$ cat config.mk
export PLATFORM = sky130hd
export DESIGN_NAME = nrm_divider
export DESIGN_NICKNAME = d
export VERILOG_FILES = /design/src/rtl/nrm_div_pkg.sv /design/src/rtl/nrm_lod.sv /design/src/rtl/nrm_align.sv /design/src/rtl/nrm_cmp3.sv /design/src/rtl/nrm_divider.sv
export SDC_FILE = /design/constraint.sdc
export NUM_CORES = 2
export LEC_CHECK = 0
export BUFFER_PORTS_ARGS = -buffer_cell sky130_fd_sc_hd__buf_4
export CORE_MARGIN = 10
export CORE_UTILIZATION = 50
export CTS_BUF_LIST = sky130_fd_sc_hd__clkbuf_8
export CTS_CLUSTER_SIZE = 28
export DETAILED_ROUTE_END_ITERATION = 16
export GPL_TIMING_DRIVEN = 0
export PLACE_DENSITY = 0.79
export REMOVE_ABC_BUFFERS = 1
export SLEW_MARGIN = 10
export SYNTH_ARGS = -nofsm -noshare
export SYNTH_HDL_FRONTEND = slang
export SYNTH_SLANG_ARGS = --single-unit
$ cat constraint.sdc
create_clock -name clk -period 14.7 [get_ports clk]
set_input_delay 0 -clock clk [delete_from_list [all_inputs] [get_ports clk]]
set_output_delay 0 -clock clk [all_outputs]
set_load 0.03 [all_outputs]
$ cat src/rtl/nrm_div_pkg.sv
package nrm_div_pkg;

   typedef enum logic [1:0] {
      ST_IDLE,
      ST_NORM,
      ST_STEP,
      ST_ZERO
   } div_state_e;

   typedef enum logic [1:0] {
      REL_LT,
      REL_EQ,
      REL_GT
   } rel_e;

endpackage

$ cat src/rtl/nrm_lod.sv
module nrm_lod #(
   parameter int W  = 128,
   parameter int LW = $clog2(W + 1)
) (
   input  logic [W-1:0]  val_i,
   output logic [LW-1:0] len_o
);
   // Significant-bit length: index of the highest set bit plus one, 0 for zero.
   always_comb begin
      len_o = '0;
      for (int i = 0; i < W; i++) begin
         if (val_i[i]) len_o = LW'(i + 1);
      end
   end
endmodule

$ cat src/rtl/nrm_align.sv
module nrm_align #(
   parameter int W  = 128,
   parameter int LW = $clog2(W + 1)
) (
   input  logic [LW-1:0] len_num_i,
   input  logic [LW-1:0] len_den_i,
   input  logic [W-1:0]  den_i,
   output logic [LW-1:0] shift_o,
   output logic [W-1:0]  den_aligned_o,
   output logic [W-1:0]  bit_aligned_o
);
   localparam logic [W-1:0] ONE = W'(1);

   always_comb begin
      // Clamp a negative length difference to zero.
      if (len_num_i > len_den_i) shift_o = len_num_i - len_den_i;
      else                       shift_o = '0;
      den_aligned_o = den_i << shift_o;
      bit_aligned_o = ONE << shift_o;
   end
endmodule

$ cat src/rtl/nrm_cmp3.sv
module nrm_cmp3
   import nrm_div_pkg::*;
#(
   parameter int W          = 128,
   parameter bit SHARED_SUB = 1'b1
) (
   input  logic [W-1:0] a_i,
   input  logic [W-1:0] b_i,
   output rel_e         rel_o,
   output logic [W-1:0] diff_o
);
   generate
      if (SHARED_SUB) begin : g_shared
         // One subtractor produces both the ordering and the difference.
         logic borrow;
         always_comb begin
            {borrow, diff_o} = {1'b0, a_i} - {1'b0, b_i};
            if (borrow)            rel_o = REL_LT;
            else if (diff_o == '0) rel_o = REL_EQ;
            else                   rel_o = REL_GT;
         end
      end else begin : g_split
         // Separate magnitude comparator beside the subtractor.
         always_comb begin
            diff_o = a_i - b_i;
            if (a_i < b_i)       rel_o = REL_LT;
            else if (a_i == b_i) rel_o = REL_EQ;
            else                 rel_o = REL_GT;
         end
      end
   endgenerate
endmodule

$ cat src/rtl/nrm_divider.sv
module nrm_divider
   import nrm_div_pkg::*;
#(
   parameter int W          = 128,
   parameter bit SHARED_SUB = 1'b1
) (
   input  logic         clk,
   input  logic         rst_n,
   input  logic         start_i,
   input  logic [W-1:0] dividend_i,
   input  logic [W-1:0] divisor_i,
   output logic         busy_o,
   output logic         done_o,
   output logic [W-1:0] quotient_o,
   output logic [W-1:0] remainder_o,
   output logic         div_zero_o
);
   localparam int LW = $clog2(W + 1);

   generate
      if (W < 2) begin : g_bad_width
         $error("nrm_divider: W must be at least 2");
      end
   endgenerate

   div_state_e    state_q;
   logic [W-1:0]  rem_q, den_q, bit_q, quo_q;
   logic [LW-1:0] cnt_q;
   logic          done_q, zero_q;

   logic [LW-1:0] len_num, len_den, shift;
   logic [W-1:0]  den_al, bit_al, diff;
   rel_e          rel;

   nrm_lod #(.W(W), .LW(LW)) u_lod_num (.val_i(rem_q), .len_o(len_num));
   nrm_lod #(.W(W), .LW(LW)) u_lod_den (.val_i(den_q), .len_o(len_den));

   nrm_align #(.W(W), .LW(LW)) u_align (
      .len_num_i    (len_num),
      .len_den_i    (len_den),
      .den_i        (den_q),
      .shift_o      (shift),
      .den_aligned_o(den_al),
      .bit_aligned_o(bit_al)
   );

   nrm_cmp3 #(.W(W), .SHARED_SUB(SHARED_SUB)) u_cmp (
      .a_i   (rem_q),
      .b_i   (den_q),
      .rel_o (rel),
      .diff_o(diff)
   );

   always_ff @(posedge clk or negedge rst_n) begin
      if (!rst_n) begin
         state_q <= ST_IDLE;
         rem_q   <= '0;
         den_q   <= '0;
         bit_q   <= '0;
         quo_q   <= '0;
         cnt_q   <= '0;
         done_q  <= 1'b0;
         zero_q  <= 1'b0;
      end else begin
         done_q <= 1'b0;
         unique case (state_q)
            ST_IDLE: begin
               if (start_i) begin
                  rem_q   <= dividend_i;
                  den_q   <= divisor_i;
                  zero_q  <= 1'b0;
                  state_q <= (divisor_i == '0) ? ST_ZERO : ST_NORM;
               end
            end
            ST_NORM: begin
               den_q   <= den_al;
               bit_q   <= bit_al;
               quo_q   <= '0;
               cnt_q   <= shift;
               state_q <= ST_STEP;
            end
            ST_STEP: begin
               if (rel != REL_LT) begin
                  quo_q <= quo_q | bit_q;
                  rem_q <= diff;
               end
               if (rel == REL_EQ || cnt_q == '0) begin
                  done_q  <= 1'b1;
                  state_q <= ST_IDLE;
               end else begin
                  den_q <= den_q >> 1;
                  bit_q <= bit_q >> 1;
                  cnt_q <= cnt_q - 1'b1;
               end
            end
            ST_ZERO: begin
               quo_q   <= '1;
               zero_q  <= 1'b1;
               done_q  <= 1'b1;
               state_q <= ST_IDLE;
            end
            default: state_q <= ST_IDLE;
         endcase
      end
   end

   assign busy_o      = (state_q != ST_IDLE);
   assign done_o      = done_q;
   assign quotient_o  = quo_q;
   assign remainder_o = rem_q;
   assign div_zero_o  = zero_q;

endmodule

# After elaboration in Yosys (flattened, before gate mapping)
# Index checks and enable logic that the tools add are counted.
# W data, S select, Z words.
word_totals:
  in_bits: 259
  out_inout_bits: 259
  reg_bits: 524
  elab_cells: 320
classes:
  addsub: 3
  bitwise_logic: 1
  n_eq_ne: 8
  reduce_logical: 18
  muxes: 279
  order_cmp: 1
  shifts: 2
op_table:
  columns: ["op", "n"]
  rows:
  - ["$mux W7", 128]
  - ["$mux W128", 6]
  - ["$pmux W128 S3", 2]
  - ["$pmux W128 S2", 2]
  - ["$mux W6", 64]
  - ["$logic_not A128 Y1", 2]
  - ["$mux W5", 32]
  - ["$sub A128 B128 Y129", 1]
  - ["$or A128 B128 Y128", 1]
  - ["$shl A1 B8 Y128 const A", 1]
  - ["$shl A128 B8 Y128", 1]
  - ["$mux W4", 16]
  - ["$mux W8", 4]
  - ["$mux W3", 8]
  - ["$mux W2", 9]
  - ["$pmux W8 S2", 1]
  - ["$reduce_bool A2 Y1", 5]
  - ["$gt A8 B8 Y1", 1]
  - ["$logic_not A8 Y1", 1]
  - ["$ne A2 B2 Y1 const B", 4]
  - ["$pmux W2 S4", 1]
  - ["$reduce_and A2 Y1", 4]
  - ["$sub A8 B1 Y8 const B", 1]
  - ["$sub A8 B8 Y8", 1]
  - ["other kinds (8)", 16]

# Longest topological paths before layout
depth:
  word_depth: 132
  mapped_depth: 38

# Cells and area by module
# Synthesis repeated with hierarchy kept, for this count alone.
unflattened:
  cells_unflattened: 6908
  hier_area_um2: 51762.1
by_module_without_submodules:
  columns: ["module", "instances", "cells_each", "area_per_inst_um2", "seq_area_each_um2"]
  rows:
  - ["nrm_divider", 1, 2543, 25254.2, 13112.6]
  - ["nrm_align", 1, 1890, 11906.4, 0.0]
  - ["nrm_cmp3", 1, 1879, 11323.4, 0.0]
  - ["nrm_lod", 2, 298, 1639.1, 0.0]

# Least setup slack after synthesis
# Ideal clock, no wire load.
synth_timing:
  path_kind: "flip-flop to flip-flop"
  startpoint: "reg rem_q[11], in the netlist remainder_o[11]"
  endpoint: "reg den_q[125]"
  stages_incl_launch_ff: 36
  arrival_ns: 7.003
  slack_ns: 7.573
  n_path_buf: 4
  period_less_slack_ns: 7.127
  cell_sequence: "dfrtp_1 or4_1 o21bai_1 a31oi_1 o21bai_1 a21bo_2 a21bo_2 nand3_1 a31oi_1 o211ai_1 nand3_1 nand3_1 a21oi_1 o21ai_0 a31oi_1 o211ai_1 a211oi_1 ha_1 nor2b_1 o21ai_0 a21boi_0 o211ai_1 a211oi_1 clkbuf_1 buf_1 clkbuf_1 buf_2 mux2i_1 nand2_1 and3_1 a211oi_1 a21oi_1 a221oi_1 o21ai_0 a21oi_1 o31ai_1"
synth_between:
  elab_chain_cells: 121
synth_lines:
  columns: ["item", "line_no", "rtl"]
  rows:
  - ["start: declaration", "nrm_divider.sv:27", "logic [W-1:0] rem_q, den_q, bit_q, quo_q;"]
  - ["start signal: assignment", "nrm_divider.sv:69", "rem_q <= dividend_i;"]
  - ["start signal: assignment", "nrm_divider.sv:85", "rem_q <= diff;"]
  - ["$mux W4 (4 in a row)", "nrm_lod.sv:12", "if (val_i[i]) len_o = LW'(i + 1);"]
  - ["$mux W5 (16 in a row)", "nrm_lod.sv:12", null]
  - ["$mux W6 (32 in a row)", "nrm_lod.sv:12", null]
  - ["$mux W7 (64 in a row)", "nrm_lod.sv:12", null]
  - ["$mux W8", "nrm_lod.sv:12", null]
  - ["$sub A8 B8 Y8 / $gt A8 B8 Y1 (equally long branches)", "nrm_align.sv:16", "if (len_num_i > len_den_i) shift_o = len_num_i - len_den_i;"]
  - ["$mux W8", "nrm_align.sv:16", null]
  - ["$shl A128 B8 Y128", "nrm_align.sv:18", "den_aligned_o = den_i << shift_o;"]
  - ["$pmux W128 S3", "nrm_divider.sv:66", "unique case (state_q)"]
  - ["end signal: assignment", "nrm_divider.sv:70", "den_q <= divisor_i;"]
  - ["end signal: assignment", "nrm_divider.sv:76", "den_q <= den_al;"]
  - ["end signal: assignment", "nrm_divider.sv:91", "den_q <= den_q >> 1;"]
  - ["end: declaration", "nrm_divider.sv:27", null]
# Several ways; a longest one is shown, not always the timed one.
# A chain may end at the register's enable or synchronous reset.

# Worst setup path after layout
layout_timing:
  startpoint: "reg rem_q[1], in the netlist remainder_o[1]"
  endpoint: "reg den_q[59]"
layout_between:
  elab_chain_cells: 131
layout_lines:
  columns: ["item", "line_no"]
  rows:
  - ["$mux W2 (2 in a row)", "nrm_lod.sv:12"]
  - ["$mux W3 (4 in a row)", "nrm_lod.sv:12"]
  - ["$mux W4 (8 in a row)", "nrm_lod.sv:12"]
  - ["$mux W5 (16 in a row)", "nrm_lod.sv:12"]
  - ["$mux W6 (32 in a row)", "nrm_lod.sv:12"]
  - ["$mux W7 (64 in a row)", "nrm_lod.sv:12"]
  - ["$mux W8", "nrm_lod.sv:12"]
  - ["$sub A8 B8 Y8 / $gt A8 B8 Y1 (equally long branches)", "nrm_align.sv:16"]
  - ["$mux W8", "nrm_align.sv:16"]
  - ["$shl A128 B8 Y128", "nrm_align.sv:18"]
  - ["$pmux W128 S3", "nrm_divider.sv:66"]
# Several ways; a longest one is shown, not always the timed one.

==> flow_summary.ini <==
[synth]
yosysSeqAreaShare = 0.282
ys_async_sr_fraction = 1.00
synth_top_family_by_area = compound AO/OA/AOI/OAI gates
synthXorXnorAreaFrac = 0.0181
synth_edf_count = 0
synth_cell_type_count = 94
synthTopCellsByCount = nand2_1, nor2_1, dfrtp_1
synth_top_area_frac = 0.282
synth.most_common_cell = nand2_1
synthTopCellsByArea = dfrtp_1, mux2i_1, nand2_1
synthMuxAreaShare = 0.116
yosysTopAreaCell = dfrtp_1
ys_ff_latch = 524
yosysWarningCount = 0
syn_area_um2 = 46400
syn_area_per_cell_um2 = 7.72
synthAdderAreaFrac = 0.0389
syn_inst = 6013
synth-simple-area-share = 0.201
synth_compound_area_frac = 0.282
ys.flop_type = dfrtp_1

[global_routing]
grt_use_total = 0.431
antenna_found_initial = 22
grt_max_degree = 105
gr-total-overflow = 0
grt_pass1_vias = 50269
grt_pass1_wl_mm = 346

[hold_path]
whs_endpoint = remainder_o[6]$_DFFE_PN0P_
min_path_type = in2reg
hold_start = dividend_i[6]
hold-path-cell-count = 4

[floorplan]
initial_core_util = 0.505
die_w_um = 325
dieHeight_um = 325
die_area_um2 = 105000
rows = 111
core-area_um2 = 91900
io_pins = 518

[worst_setup_path]
cp-start-kind = flop
critical_path.top_delay_family = compound AO/OA/AOI/OAI gates
rr_worst_depth = 38
crit_type = reg2reg
slowest_stage = o21ai_0
cp_max_fo = 15
crit_required_ns = 15.42
cp.arrival_ns = 12.46
end_kind = flop
r2r_slack_ns = 2.95
rr_startpoint = remainder_o[1]$_DFFE_PN0P_
critical_path.max_stage_delay_ns = 1.06
timing.rr.end = den_q[59]$_DFFE_PN0P_
path_buf_inv = 7

[routing]
wl_per_cell_um = 30.5
ant_nets = 0
vias = 53912
wl_mm = 241
drt_first_iter_violations = 8449
firstDrtPassIters = 9
via_per_inst = 6.81
route.detailed.drc = 0

[placement]
pre_cts_ws_ns = 3.87
routabilityCongestion = 1.06
port_buffers = 517
dp_hpwl_mm = 185

[outcome]
status = complete, no violations

[timing]
worst_pin_slew_ns = 1.45
setup_slack_ns = 2.95
final.period_utilization = 0.799
setup_violations = 0
fin_crit_ns = 11.75
rsz0062_at_grt = false
final_hold_viol_count = 0
fmax_mhz = 85.1
drv_slew = 0
relSlewSlack = 0.0304
fin_setup_tns_ns = 0
final.setup_skew_ns = 0.0850

[clock_tree]
cts.clk_slew.worst_paths_ns = 0.06
cts_tree = yes
cts_root_buffer = clkbuf_8
cts_made_buffers = 96
post_cts_buffers = 0
htree_levels = 3
worstSkewPairLatency_ns = 0.87
cts.path.max_buffers = 3
clkSinkCount = 524
cts_resized = 0
cts-hold-fix-buffers = 291

[job]
max-cap-violations = 0

[layout]
regArea_um2 = 13100
drive_gt1_frac = 0.137
fin_nets = 6980
multi_input_area_um2 = 30700
fillCellCount = 7991
area_growth_pct = 22.3
==> layer usage <==
metal  share of wire  GRT usage
met2            0.43      0.651
met4           0.066      0.224
met3            0.12      0.138
met1            0.38      0.545
met5         0.00055          0
==> sequential cells by signal, indices dropped and copies added (netlist names) <==
signal	cells
bit_q	128
cnt_q	8
den_q	128
div_zero_o	1
done_o	1
quotient_o	128
remainder_o	128
state_q	2
==> cells by family (layout without fill, tap and decap cells) <==
logic type / after synthesis / count (layout)
other: 0 / 16
and+or+nand+nor: 2114 / 2114
muxes: 535 / 535
adders and majority gates: 143 / 143
AOI/OAI and AO/OA: 1975 / 1975
buffers and inverters: 626 / 1269
xor gates and xnor gates: 96 / 96
DFF: 524 / 524
==> worst reg2reg max path, delay by kind of cell (launching register included) <==
family / cells / cell delay, ns
AO/OA/AOI/OAI: 21 / 6.38
multiplexers: 3 / 1.86
buffers and inverters: 7 / 1.42
AND/OR/NAND/NOR: 5 / 0.81
adder cells (fa/ha/maj): 2 / 0.78
flip-flops: 1 / 0.42
==> cell usage in the layout, fill, tap and decap left out, types with 160 or more instances in the layout <==
cell and count:
o21ai_0 448, mux2i_1 503, a22oi_1 160, nor2_1 678
nand2_1 818, buf_4 518, inv_1 240, a21oi_1 332
dlygate4sd3_1 290, dfrtp_1 524
==> cell type report <==
type	instances	share of cell area
Inverter	208	0.0139
Multi-Input combinational cell	4863	0.542
Timing Repair Buffer	885	0.150
Clock buffer	120	0.0291
Tap cell	1243	0.0274
Sequential cell	524	0.231
Clock inverter	56	0.00677
Antenna cell	16	0.000705
==> how the worst max path moves through the flow <==
stage,startpoint,end,slack (ns),depth (start not counted)
2_1_floorplan,state_q[0]$_DFFE_PN0P_,den_q[53]$_DFFE_PN0P_,-7.19,5
3_3_place_gp,state_q[0]$_DFFE_PN0P_,quotient_o[78]$_DFFE_PN0P_,-22.05,4
3_5_place_dp,remainder_o[3]$_DFFE_PN0P_,den_q[59]$_DFFE_PN0P_,3.87,36
4_1_cts,remainder_o[3]$_DFFE_PN0P_,den_q[59]$_DFFE_PN0P_,3.81,36
5_1_grt,remainder_o[1]$_DFFE_PN0P_,den_q[59]$_DFFE_PN0P_,2.84,38
6_report,remainder_o[1]$_DFFE_PN0P_,den_q[59]$_DFFE_PN0P_,2.95,38
==> per-stage QoR <==
| stage | std cells | hold WS, ns | area, um^2 | util |
|---|---|---|---|---|
| after floorplan | 5595 | -0.296 | 44400 | - |
| after global placement | 7355 | 0.242 | 49800 | 0.542 |
| after detailed placement | 7432 | 0.0147 | 51700 | 0.563 |
| after CTS | 7899 | 0.000534 | 56700 | 0.617 |
| after global routing | 7904 | 0.0350 | 56700 | 0.617 |
| final | 7915 | 0.0205 | 56800 | 0.617 |
Power is left out: the tool's default activity adds up to more than one toggle a clock period on the data nets, which glitch-free logic cannot reach.
